**config.mk**
```make
export PLATFORM = sky130hd
export DESIGN_NAME = bank_cmd_seq
export DESIGN_NICKNAME = d
export VERILOG_FILES = /design/src/rtl/bank_seq_pkg.sv /design/src/rtl/bank_min_timer.sv /design/src/rtl/bank_data_window.sv /design/src/rtl/bank_cmd_seq.sv
export SDC_FILE = /design/constraint.sdc
export NUM_CORES = 1
export LEC_CHECK = 0
export BUFFER_PORTS_ARGS = -buffer_cell sky130_fd_sc_hd__buf_2
export CORE_MARGIN = 1
export CORE_UTILIZATION = 55
export DETAILED_ROUTE_END_ITERATION = 10
export GPL_TIMING_DRIVEN = 0
export PLACE_DENSITY = 0.77
export SLEW_MARGIN = 40
export SYNTH_ARGS = -nofsm -noshare
export SYNTH_HDL_FRONTEND = slang
export SYNTH_SLANG_ARGS = --single-unit
```
**constraint.sdc**
```tcl
create_clock -name clk -period 2.2 [get_ports clk]
set_input_delay 0.11 -clock clk [delete_from_list [all_inputs] [get_ports clk]]
set_output_delay 0.11 -clock clk [all_outputs]
set_load 0.1 [all_outputs]
```
**src/rtl/bank_seq_pkg.sv**
```systemverilog
`timescale 1ns/1ps
// Shared command encoding for the bank command sequencer.
// Assumes a 3-bit command field decoded by the bank interface.
package bank_seq_pkg;

    typedef enum logic [2:0] {
        CMD_NOP = 3'd0,
        CMD_ACT = 3'd1,
        CMD_RD  = 3'd2,
        CMD_RDA = 3'd3,
        CMD_WR  = 3'd4,
        CMD_WRA = 3'd5,
        CMD_PRE = 3'd6
    } bank_cmd_e;

endpackage

```
**src/rtl/bank_min_timer.sv**
```systemverilog
`timescale 1ns/1ps
// Minimum-spacing timer: after a start pulse in cycle n, ready is low
// until cycle n+MIN. Assumes MIN >= 1.
module bank_min_timer #(
    parameter int MIN = 3
) (
    input  logic clk,
    input  logic rst_n,
    input  logic start,
    output logic ready
);
    localparam int CW = (MIN > 1) ? $clog2(MIN + 1) : 1;

    logic [CW-1:0] remain;

    // Load on start, then count down to zero.
    always_ff @(posedge clk) begin
        if (!rst_n) begin
            remain <= '0;
        end else if (start) begin
            remain <= CW'(MIN - 1);
        end else if (remain != '0) begin
            remain <= remain - CW'(1);
        end
    end

    assign ready = (remain == '0);

endmodule

```
**src/rtl/bank_data_window.sv**
```systemverilog
`timescale 1ns/1ps
// Data window generator: a launch in cycle n raises active for cycles
// n+LAT .. n+LAT+BURST-1. Launches must be at least BURST apart.
// busy stays high from the cycle after launch through the last data cycle.
module bank_data_window #(
    parameter int LAT   = 5,
    parameter int BURST = 4
) (
    input  logic clk,
    input  logic rst_n,
    input  logic launch,
    output logic active,
    output logic busy
);
    localparam int CW = $clog2(BURST + 1);

    logic [LAT-1:0] dly;
    logic [CW-1:0]  left;
    logic           tail;

    generate
        if (LAT == 1) begin : g_single
            // Single-stage latency register.
            always_ff @(posedge clk) begin
                if (!rst_n) dly <= '0;
                else        dly <= launch;
            end
        end else begin : g_chain
            // Latency shift chain, one stage per cycle.
            always_ff @(posedge clk) begin
                if (!rst_n) dly <= '0;
                else        dly <= {dly[LAT-2:0], launch};
            end
        end
    endgenerate

    assign tail = dly[LAT-1];

    // Remaining burst cycles after the first data cycle.
    always_ff @(posedge clk) begin
        if (!rst_n) begin
            left <= '0;
        end else if (tail) begin
            left <= CW'(BURST - 1);
        end else if (left != '0) begin
            left <= left - CW'(1);
        end
    end

    assign active = tail | (left != '0);
    assign busy   = (|dly) | (left != '0);

endmodule

```
**src/rtl/bank_cmd_seq.sv**
```systemverilog
`timescale 1ns/1ps
// Per-bank command sequencer. It holds one request and issues ACTIVATE,
// column and PRECHARGE commands at the earliest legal cycle. It tracks
// the open row and drives the read and write data windows.
// Assumes every timing parameter >= 1 and BURST_CYC >= 1.
module bank_cmd_seq
    import bank_seq_pkg::*;
#(
    parameter int ROW_W     = 14,
    parameter int COL_W     = 10,
    parameter int T_RCD     = 3,
    parameter int T_RAS     = 8,
    parameter int T_RP      = 3,
    parameter int RD_LAT    = 5,
    parameter int WR_LAT    = 4,
    parameter int BURST_CYC = 4,
    localparam int ADDR_W   = (ROW_W > COL_W) ? ROW_W : COL_W
) (
    input  logic              clk,
    input  logic              rst_n,
    input  logic              cmd_2t,
    input  logic              req_valid,
    output logic              req_ready,
    input  logic [ROW_W-1:0]  req_row,
    input  logic [COL_W-1:0]  req_col,
    input  logic              req_write,
    input  logic              req_autopre,
    output logic [2:0]        cmd_code,
    output logic [ADDR_W-1:0] cmd_addr,
    output logic              rd_valid,
    output logic              wr_en
);
    // Held request
    logic             pend_valid;
    logic [ROW_W-1:0] pend_row;
    logic [COL_W-1:0] pend_col;
    logic             pend_write;
    logic             pend_ap;

    // Bank state
    logic              row_open;
    logic [ROW_W-1:0]  open_row;
    logic              closing;
    logic              hold_q;
    logic [ADDR_W-1:0] addr_q;
    logic              last_write;

    // Timer and window status
    logic rcd_ok, ras_ok, rp_ok, ccd_ok;
    logic rd_busy, wr_busy, pipe_idle;

    // Decisions
    logic row_hit, want_act, want_pre, want_col;
    logic fire_act, fire_pre, fire_col, fire_any, implicit_pre;
    logic accept;
    bank_cmd_e cmd_now;

    assign accept    = req_valid && !pend_valid;
    assign req_ready = !pend_valid;
    assign pipe_idle = !rd_busy && !wr_busy;

    assign row_hit  = row_open && (open_row == pend_row);
    assign want_act = pend_valid && !row_open && !closing;
    assign want_pre = pend_valid && row_open && !row_hit;
    assign want_col = pend_valid && row_hit;

    assign fire_act = want_act && !hold_q && rp_ok;
    assign fire_pre = want_pre && !hold_q && ras_ok && pipe_idle;
    assign fire_col = want_col && !hold_q && rcd_ok && ccd_ok &&
                      ((pend_write == last_write) || pipe_idle);
    assign fire_any = fire_act || fire_pre || fire_col;
    assign implicit_pre = closing && ras_ok && pipe_idle;

    // Row timing: ACTIVATE to column, ACTIVATE to precharge, precharge to ACTIVATE.
    bank_min_timer #(.MIN(T_RCD)) u_rcd (
        .clk(clk), .rst_n(rst_n), .start(fire_act), .ready(rcd_ok));
    bank_min_timer #(.MIN(T_RAS)) u_ras (
        .clk(clk), .rst_n(rst_n), .start(fire_act), .ready(ras_ok));
    bank_min_timer #(.MIN(T_RP)) u_rp (
        .clk(clk), .rst_n(rst_n), .start(fire_pre || implicit_pre), .ready(rp_ok));
    bank_min_timer #(.MIN(BURST_CYC)) u_ccd (
        .clk(clk), .rst_n(rst_n), .start(fire_col), .ready(ccd_ok));

    // Data windows for read and write bursts.
    bank_data_window #(.LAT(RD_LAT), .BURST(BURST_CYC)) u_rd_win (
        .clk(clk), .rst_n(rst_n), .launch(fire_col && !pend_write),
        .active(rd_valid), .busy(rd_busy));
    bank_data_window #(.LAT(WR_LAT), .BURST(BURST_CYC)) u_wr_win (
        .clk(clk), .rst_n(rst_n), .launch(fire_col && pend_write),
        .active(wr_en), .busy(wr_busy));

    // Command code selection for this cycle.
    always_comb begin
        cmd_now = CMD_NOP;
        if (fire_act) begin
            cmd_now = CMD_ACT;
        end else if (fire_pre) begin
            cmd_now = CMD_PRE;
        end else if (fire_col) begin
            case ({pend_write, pend_ap})
                2'b00:   cmd_now = CMD_RD;
                2'b01:   cmd_now = CMD_RDA;
                2'b10:   cmd_now = CMD_WR;
                default: cmd_now = CMD_WRA;
            endcase
        end
    end

    assign cmd_code = cmd_now;

    // Address bus: row, column, held address in a 2T slot, else zero.
    always_comb begin
        if (fire_act)      cmd_addr = ADDR_W'(pend_row);
        else if (fire_col) cmd_addr = ADDR_W'(pend_col);
        else if (hold_q)   cmd_addr = addr_q;
        else               cmd_addr = '0;
    end

    // Request holding register.
    always_ff @(posedge clk) begin
        if (!rst_n) begin
            pend_valid <= 1'b0;
            pend_row   <= '0;
            pend_col   <= '0;
            pend_write <= 1'b0;
            pend_ap    <= 1'b0;
        end else if (accept) begin
            pend_valid <= 1'b1;
            pend_row   <= req_row;
            pend_col   <= req_col;
            pend_write <= req_write;
            pend_ap    <= req_autopre;
        end else if (fire_col) begin
            pend_valid <= 1'b0;
        end
    end

    // Open-row tracking, including the auto-precharge closing phase.
    always_ff @(posedge clk) begin
        if (!rst_n) begin
            row_open <= 1'b0;
            open_row <= '0;
            closing  <= 1'b0;
        end else begin
            if (fire_act) begin
                row_open <= 1'b1;
                open_row <= pend_row;
            end else if (fire_pre || (fire_col && pend_ap)) begin
                row_open <= 1'b0;
            end
            if (fire_col && pend_ap)  closing <= 1'b1;
            else if (implicit_pre)    closing <= 1'b0;
        end
    end

    // Command-rate hold and last column direction.
    always_ff @(posedge clk) begin
        if (!rst_n) begin
            hold_q     <= 1'b0;
            addr_q     <= '0;
            last_write <= 1'b0;
        end else begin
            hold_q <= fire_any && cmd_2t;
            if (fire_any) addr_q     <= cmd_addr;
            if (fire_col) last_write <= pend_write;
        end
    end

endmodule

```
==> results.json, run 1 <==
{
  "tightestPinTransition_ns": 0.661,
  "vias": 3678,
  "antenna_left": 0,
  "cp_data_arrival_time_ns": 2.24,
  "r2r_start": "u_rd_win.left[1]",
  "drive_above_1_share_pct": 29.4,
  "worstRegToRegCells": 10,
  "violations": "setup timing",
  "grt_antenna_before_repair": 0,
  "finalWorstSetupSlack_ns": -0.155,
  "core_um2": 6350,
  "drc": 0,
  "grt_pass1_vias": 3324,
  "yosysMostFrequentCell": "nand2_1",
  "ys_types": 37,
  "nets": 602,
  "drt_iter0_drc": 296,
  "dpl_cell_area_um2": 4050,
  "grt_max_degree": 14,
  "yosys.area_share.simple_pct": 26.2,
  "clock_path_buffers": 2,
  "grt_pass1_wl_um": 15600,
  "max_freq_ghz": 0.425,
  "initial_core_util_pct": 57.2,
  "n_antenna_cell": 0,
  "overflow": 0,
  "netlist_area_um2": 3630,
  "ys_warn_count": 0,
  "via_per_inst": 5.70,
  "rows": 29,
  "clk_latency_ns": 0.37,
  "ys_async_sr_fraction_pct": 0,
  "start_kind": "flop",
  "gp_congestion": 0.844,
  "synth_xor_area_share_pct": 5.06,
  "grt.total_usage_pct": 29.2,
  "synth-seq-cells": 85,
  "hp-start": "req_col[3]",
  "cts_buffers": 9,
  "crit_fanout": 5,
  "timing.hold.ws_ns": 0.00643,
  "finalSetupViolations": 11,
  "synthCells": 444,
  "synth_ff_type": "dfxtp_1",
  "min_path_type": "in -> reg",
  "period_minus_slack_ns": 2.35,
  "hpwlAfterDp_um": 6370,
  "wire_per_inst_um": 16.9,
  "synth_compound_area_share_pct": 12.7,
  "synth.avg_cell_area_um2": 8.19,
  "clock_skew_ns": 0.0120,
  "crit_top_cell": "buf_4",
  "cap_violations": 0,
  "crit_chain": "xnor2_1 > nand4_1 > nor4_4 > buf_4 > buf_4 > or4_4 > nand2_2 > buf_12",
  "die_h_um": 83.3,
  "die_x_um": 83.3,
  "netlist.area_leader.share_pct": 46.8,
  "synth_mux_area_share_pct": 1.65,
  "htreeDepth": 3,
  "clkTransAtPathRegs_ns": 0.09,
  "cts_num_sinks": 85,
  "drv_slew": 0,
  "cts_tree": "built",
  "hold_viol": 0,
  "r2r_setup_slack_ns": 0.05,
  "power_leakage_nw": 2.17,
  "synth_fa_ha_area_share_pct": 2.75,
  "area.growth.synth_to_final_pct": 40.9,
  "die-area_um2": 6940,
  "stdcell_count": 645,
  "min_delay_path_depth": 3,
  "ys_seq_area_share_pct": 46.8,
  "relSlewSlack_pct": 55.9,
  "synth_edf_count": 0,
  "cellPowerDensity_nw_per_um2": 931,
  "crit_path_top_delay_cell": "or4_4",
  "period_share_pct": 107,
  "post-place-ws_ns": -0.399,
  "ir_worst_vdd_mv": 1.01,
  "cp_data_required_time_ns": 2.09,
  "fin_util_pct": 80.6,
  "port_buffers": 49,
  "max_stage_delay_ns": 0.57,
  "worstSetupPathType": "reg -> out",
  "min_to": "pend_col[3]",
  "netlist_top_cells_count": "nand2_1 (123), dfxtp_1 (85), a21oi_1 (52)",
  "synth_nets": 482,
  "drtPass1Iterations": 7,
  "timing.critical_path.to_type": "output port",
  "root_buffer": "clkbuf_8",
  "grt_setup_unrepaired": "true",
  "place_inst": 570,
  "synth_top_family_by_area": "simple AND/OR/NAND/NOR gates",
  "outcome": "finished, violations left",
  "r2r_end": "addr_q[3]",
  "synth_top_cell_by_area": "dfxtp_1",
  "drt-total-wl_um": 10900,
  "design_area_um2": 5120,
  "ios": 50,
  "ys_top_cells_by_area": "dfxtp_1 (47%), nand2_1 (13%), a21oi_1 (7.2%)"
}
[placed cells by master (no fill, tap or decap), drive strengths merged, types with 13 or more instances in the layout]
cell type / Yosys / final
clkbuf: 20 / 30
dfxtp: 85 / 85
nor2: 23 / 23
a21oi: 52 / 52
xnor2: 18 / 18
inv: 14 / 14
buf: 6 / 91
nand3: 13 / 13
dlygate4sd3: 0 / 25
nand4: 16 / 16
nand2: 123 / 123
[critical path: cells and delay by family, from the launching register on]
family        cells  cell delay, ns
simple gates      4            0.90
buf+inv           3            0.48
flops             1            0.34
xor+xnor          1            0.15
[power breakdown]
part,switching [mW],internal [mW],leakage (nW),total [mW]
logic,1.08,0.843,1.39,1.92
registers,0.141,1.72,0.700,1.86
clock network,0.556,0.431,0.0812,0.987
total,1.78,2.99,2.17,4.77
[sequential cells by signal, summed over array words and instances (netlist names), 3 cells and up]
signal	flops
u_wr_win.left	3
u_rd_win.left	3
u_ccd.remain	3
u_wr_win.dly	4
pend_col	10
addr_q	14
open_row	14
u_ras.remain	4
pend_row	14
u_rd_win.dly	5
[stage by stage]
stage	setup TNS, ns	power [mW]
3_5_place_dp	-3.47	3.23
3_3_place_gp	-2.61	3.17
5_1_grt	-2.15	5.01
6_report	-0.916	4.77
2_1_floorplan	-0.217	2.96
4_1_cts	-1.18	4.59
[worst max-delay path by stage]
stage / startpoint / depth (start not counted) / to / slack, ns
3_3_place_gp: u_rd_win.left[0] / 9 / cmd_code[0] / -0.36
4_1_cts: open_row[6] / 9 / cmd_code[1] / -0.15
5_1_grt: u_rd_win.left[1] / 10 / cmd_code[1] / -0.24
6_report: pend_row[0] / 8 / cmd_code[2] / -0.15
3_5_place_dp: u_rd_win.left[0] / 9 / cmd_code[0] / -0.40
2_1_floorplan: u_rd_win.left[0] / 10 / cmd_code[1] / -0.22
[per-layer routing]
layer	wire length [um]	part of all wire [%]	vias up	GRT usage, %
met1	4190	38	1756	32.4
li1	-	-	1723	-
met5	0	0	-	0
met2	5540	51	162	50.7
met3	739	6.8	37	8.45
met4	442	4.1	0	14.6
[what timing repair did]
| action | CTS | global route |
|---|---|---|
| setup buffers | 20 | 19 |
| gates resized for setup | 74 | 41 |
| hold endpoints to repair | 25 | 0 |
| hold buffers | 25 | 0 |
| cloned | 0 | 4 |
| pin swaps | 18 | 28 |
| endpoints found under the setup margin | 21 | 30 |
[logic make-up after synthesis]
| logic type | after synthesis |
|---|---|
| AO/OA/AOI/OAI | 78 |
| multiplexers | 6 |
| buffers and inverters | 40 |
| AND/OR/NAND/NOR | 206 |
| XOR/XNOR | 21 |
| flip-flops | 85 |
| adder cells (fa/ha/maj) | 8 |
[layout make-up]
class	instances	area, um^2
Fill cell	377	1230
Timing Repair Buffer	112	963
Tap cell	77	96.3
Inverter	14	55.1
Buffer	23	143
Sequential cell	85	1720
Multi-Input combinational cell	319	1980
Clock inverter	4	25.0
Clock buffer	11	141
(Power assumes the default switching activity.)
==> inputs of run 2 (changes only) <==
==> constraint.sdc (replaced) <==
create_clock -name clk -period 2.2 [get_ports clk]
set_input_delay 0.22 -clock clk [delete_from_list [all_inputs] [get_ports clk]]
set_output_delay 0.22 -clock clk [all_outputs]
set_load 0.1 [all_outputs]
==> run 2 against run 1 <==
  * The flow still finishes with violations (setup timing)
  * Via count fell by 2.3%
  * Critical path type unchanged
  * Register-to-register slack got worse by 0.07 ns
  * Largest power group unchanged
  * Combinational power rose by 3%
  * Flip-flop and latch count did not move
  * Maximum frequency fell by 6.1%
  * First-iteration DRC count rose by 3.7%
  * Hold slack improved by 0.068 ns
==> results.json, run 2 (synthesis results as in run 1) <==
{
  "cp_data_arrival_time_ns": 2.29,
  "cellPowerDensity_nw_per_um2": 962,
  "relSlewSlack_pct": 55.8,
  "cts_tree": "built",
  "port_buffers": 49,
  "root_buffer": "clkbuf_8",
  "stdcell_count": 630,
  "violations": "setup timing",
  "hpwlAfterDp_um": 6370,
  "ios": 50,
  "r2r_end": "addr_q[9]",
  "drv_slew": 0,
  "period_minus_slack_ns": 2.51,
  "via_per_inst": 5.70,
  "rows": 29,
  "min_path_type": "in -> reg",
  "cts_buffers": 9,
  "die_h_um": 83.3,
  "hold_viol": 0,
  "power_frac_seq_pct": 38.7,
  "vias": 3593,
  "nets": 587,
  "cts_num_sinks": 85,
  "cap_violations": 0,
  "period_share_pct": 114,
  "initial_core_util_pct": 57.2,
  "clock_skew_ns": 0.0108,
  "min_to": "pend_row[11]",
  "antenna_left": 0,
  "grt_setup_unrepaired": "true",
  "finalSetupViolations": 18,
  "finalWorstSetupSlack_ns": -0.308,
  "drtPass1Iterations": 5,
  "layout_common_cells": "nand2_1 (115), dfxtp_1 (64), a21oi_1 (52)",
  "combPwrFrac_pct": 40.9,
  "grt.total_usage_pct": 27.9,
  "n_antenna_cell": 0,
  "wire_per_inst_um": 17.1,
  "clk_latency_ns": 0.37,
  "num-fill-cells": 400,
  "drt-total-wl_um": 10800,
  "crit_fanout": 5,
  "gp_congestion": 0.844,
  "die-area_um2": 6940,
  "r2r_setup_slack_ns": -0.02,
  "ir_worst_vdd_mv": 1.07,
  "p_sw_mw": 1.78,
  "worstRegToRegCells": 10,
  "grt_antenna_before_repair": 0,
  "clkTransAtPathRegs_ns": 0.08,
  "r2r_start": "pend_row[6]",
  "core_um2": 6350,
  "final_common_cell": "nand2_1",
  "clkPwrFrac_pct": 20.4,
  "drive_above_1_share_pct": 34.0,
  "die_x_um": 83.3,
  "largestRegisters": "addr_q: 14 flops, open_row: 14 flops, pend_row: 14 flops",
  "drc": 0,
  "area.growth.synth_to_final_pct": 37.6,
  "drt_iter0_drc": 307,
  "internal-power_mw": 3.03,
  "outcome": "finished, violations left",
  "clock_path_buffers": 2,
  "htreeDepth": 3,
  "power_leakage_nw": 2.13,
  "cp_data_required_time_ns": 1.98,
  "hp-start": "req_row[11]",
  "worstSetupPathType": "reg -> out",
  "grt_pass1_wl_um": 14900,
  "timing.critical_path.to_type": "output port",
  "overflow": 0,
  "swShare_pct": 37.0,
  "min_delay_path_depth": 3,
  "max_freq_ghz": 0.399,
  "place_inst": 570,
  "grt_pass1_vias": 3173,
  "fin_util_pct": 78.7,
  "tightestPinTransition_ns": 0.663,
  "start_kind": "flop",
  "grt_max_degree": 14
}
run 2: cell types whose count changed in the layout (fill, tap and decap cells not counted), moves of 3 or more:
cell           change
buf_12             +3
buf_4             +12
buf_6              -3
dfxtp_1            -9
dlygate4sd3_1     -25
dfxtp_2            +9
run 2: critical path, cell delays in order (launching register included):
cell and delay, ns:
dfxtp_2 0.33, inv_2 0.07, ha_4 0.15, nand2b_4 0.08
nor4b_4 0.50, clkbuf_8 0.26, nand4_1 0.21, nand2_2 0.16
buf_12 0.18
run 2: area by class of cell:
type                    count  area (um^2)  share of cell area [%]
clock buffers              11          141                    2.83
well taps                  77         96.3                    1.93
inverters                  14         55.1                    1.10
multi-input cells         319         1990                    39.8
flip-flops and latches     85         1730                    34.6
repair buffers             97          817                    16.3
plain buffers              23          143                    2.85
clock inverters             4         25.0                   0.501
run 2: worst max path at each step:
stage | start | endpoint | cells past startpoint
floorplan | u_rd_win.left[0] | cmd_code[1] | 10
global placement | u_rd_win.left[0] | cmd_code[0] | 9
detailed placement | u_rd_win.left[0] | cmd_code[0] | 9
CTS | open_row[6] | cmd_code[1] | 9
global route | u_ccd.remain[1] | cmd_code[0] | 8
finish | u_ccd.remain[1] | cmd_code[0] | 8
run 2: power groups by stage:
| stage | sequential, mW | combinational, mW | clock, mW |
|---|---|---|---|
| finish | 1.86 | 1.97 | 0.980 |
| global route | 1.88 | 2.12 | 1.04 |
| CTS | 1.84 | 1.73 | 0.985 |
| detailed placement | 1.86 | 1.37 | 0 |
| global placement | 1.85 | 1.32 | 0 |
| floorplan | 1.83 | 1.12 | 0 |
run 2: what timing repair did:
item / 4_1_cts / 5_1_grt
pin swaps: 22 / 38
resized for setup: 78 / 56
setup buffers: 22 / 28
setup endpoints to repair: 21 / 30
gates cloned: 0 / 4
hold buffers: 0 / 0
run 2: routing by layer:
metal | vias to the layer above | wire length (um) | share of wire [%] | track usage (%)
met4 | 0 | 624 | 5.8 | 14.7
met2 | 168 | 5290 | 49 | 47.5
met3 | 51 | 735 | 6.8 | 7.36
li1 | 1692 | - | - | -
met1 | 1682 | 4130 | 38 | 31.9
met5 | - | 0 | 0 | 0
run 2: through the flow:
stage	area, um^2	setup TNS (ns)	setup WS (ns)	power (mW)	hold WS, ns
final	5000	-2.81	-0.308	4.81	0.0747
after global routing	5000	-4.63	-0.380	5.04	0.0632
after CTS	4620	-2.89	-0.256	4.56	0.0713
after detailed placement	4050	-5.12	-0.509	3.23	0.447
after global placement	4050	-4.26	-0.465	3.17	0.436
after floorplan	3700	-0.327	-0.327	2.96	0.334
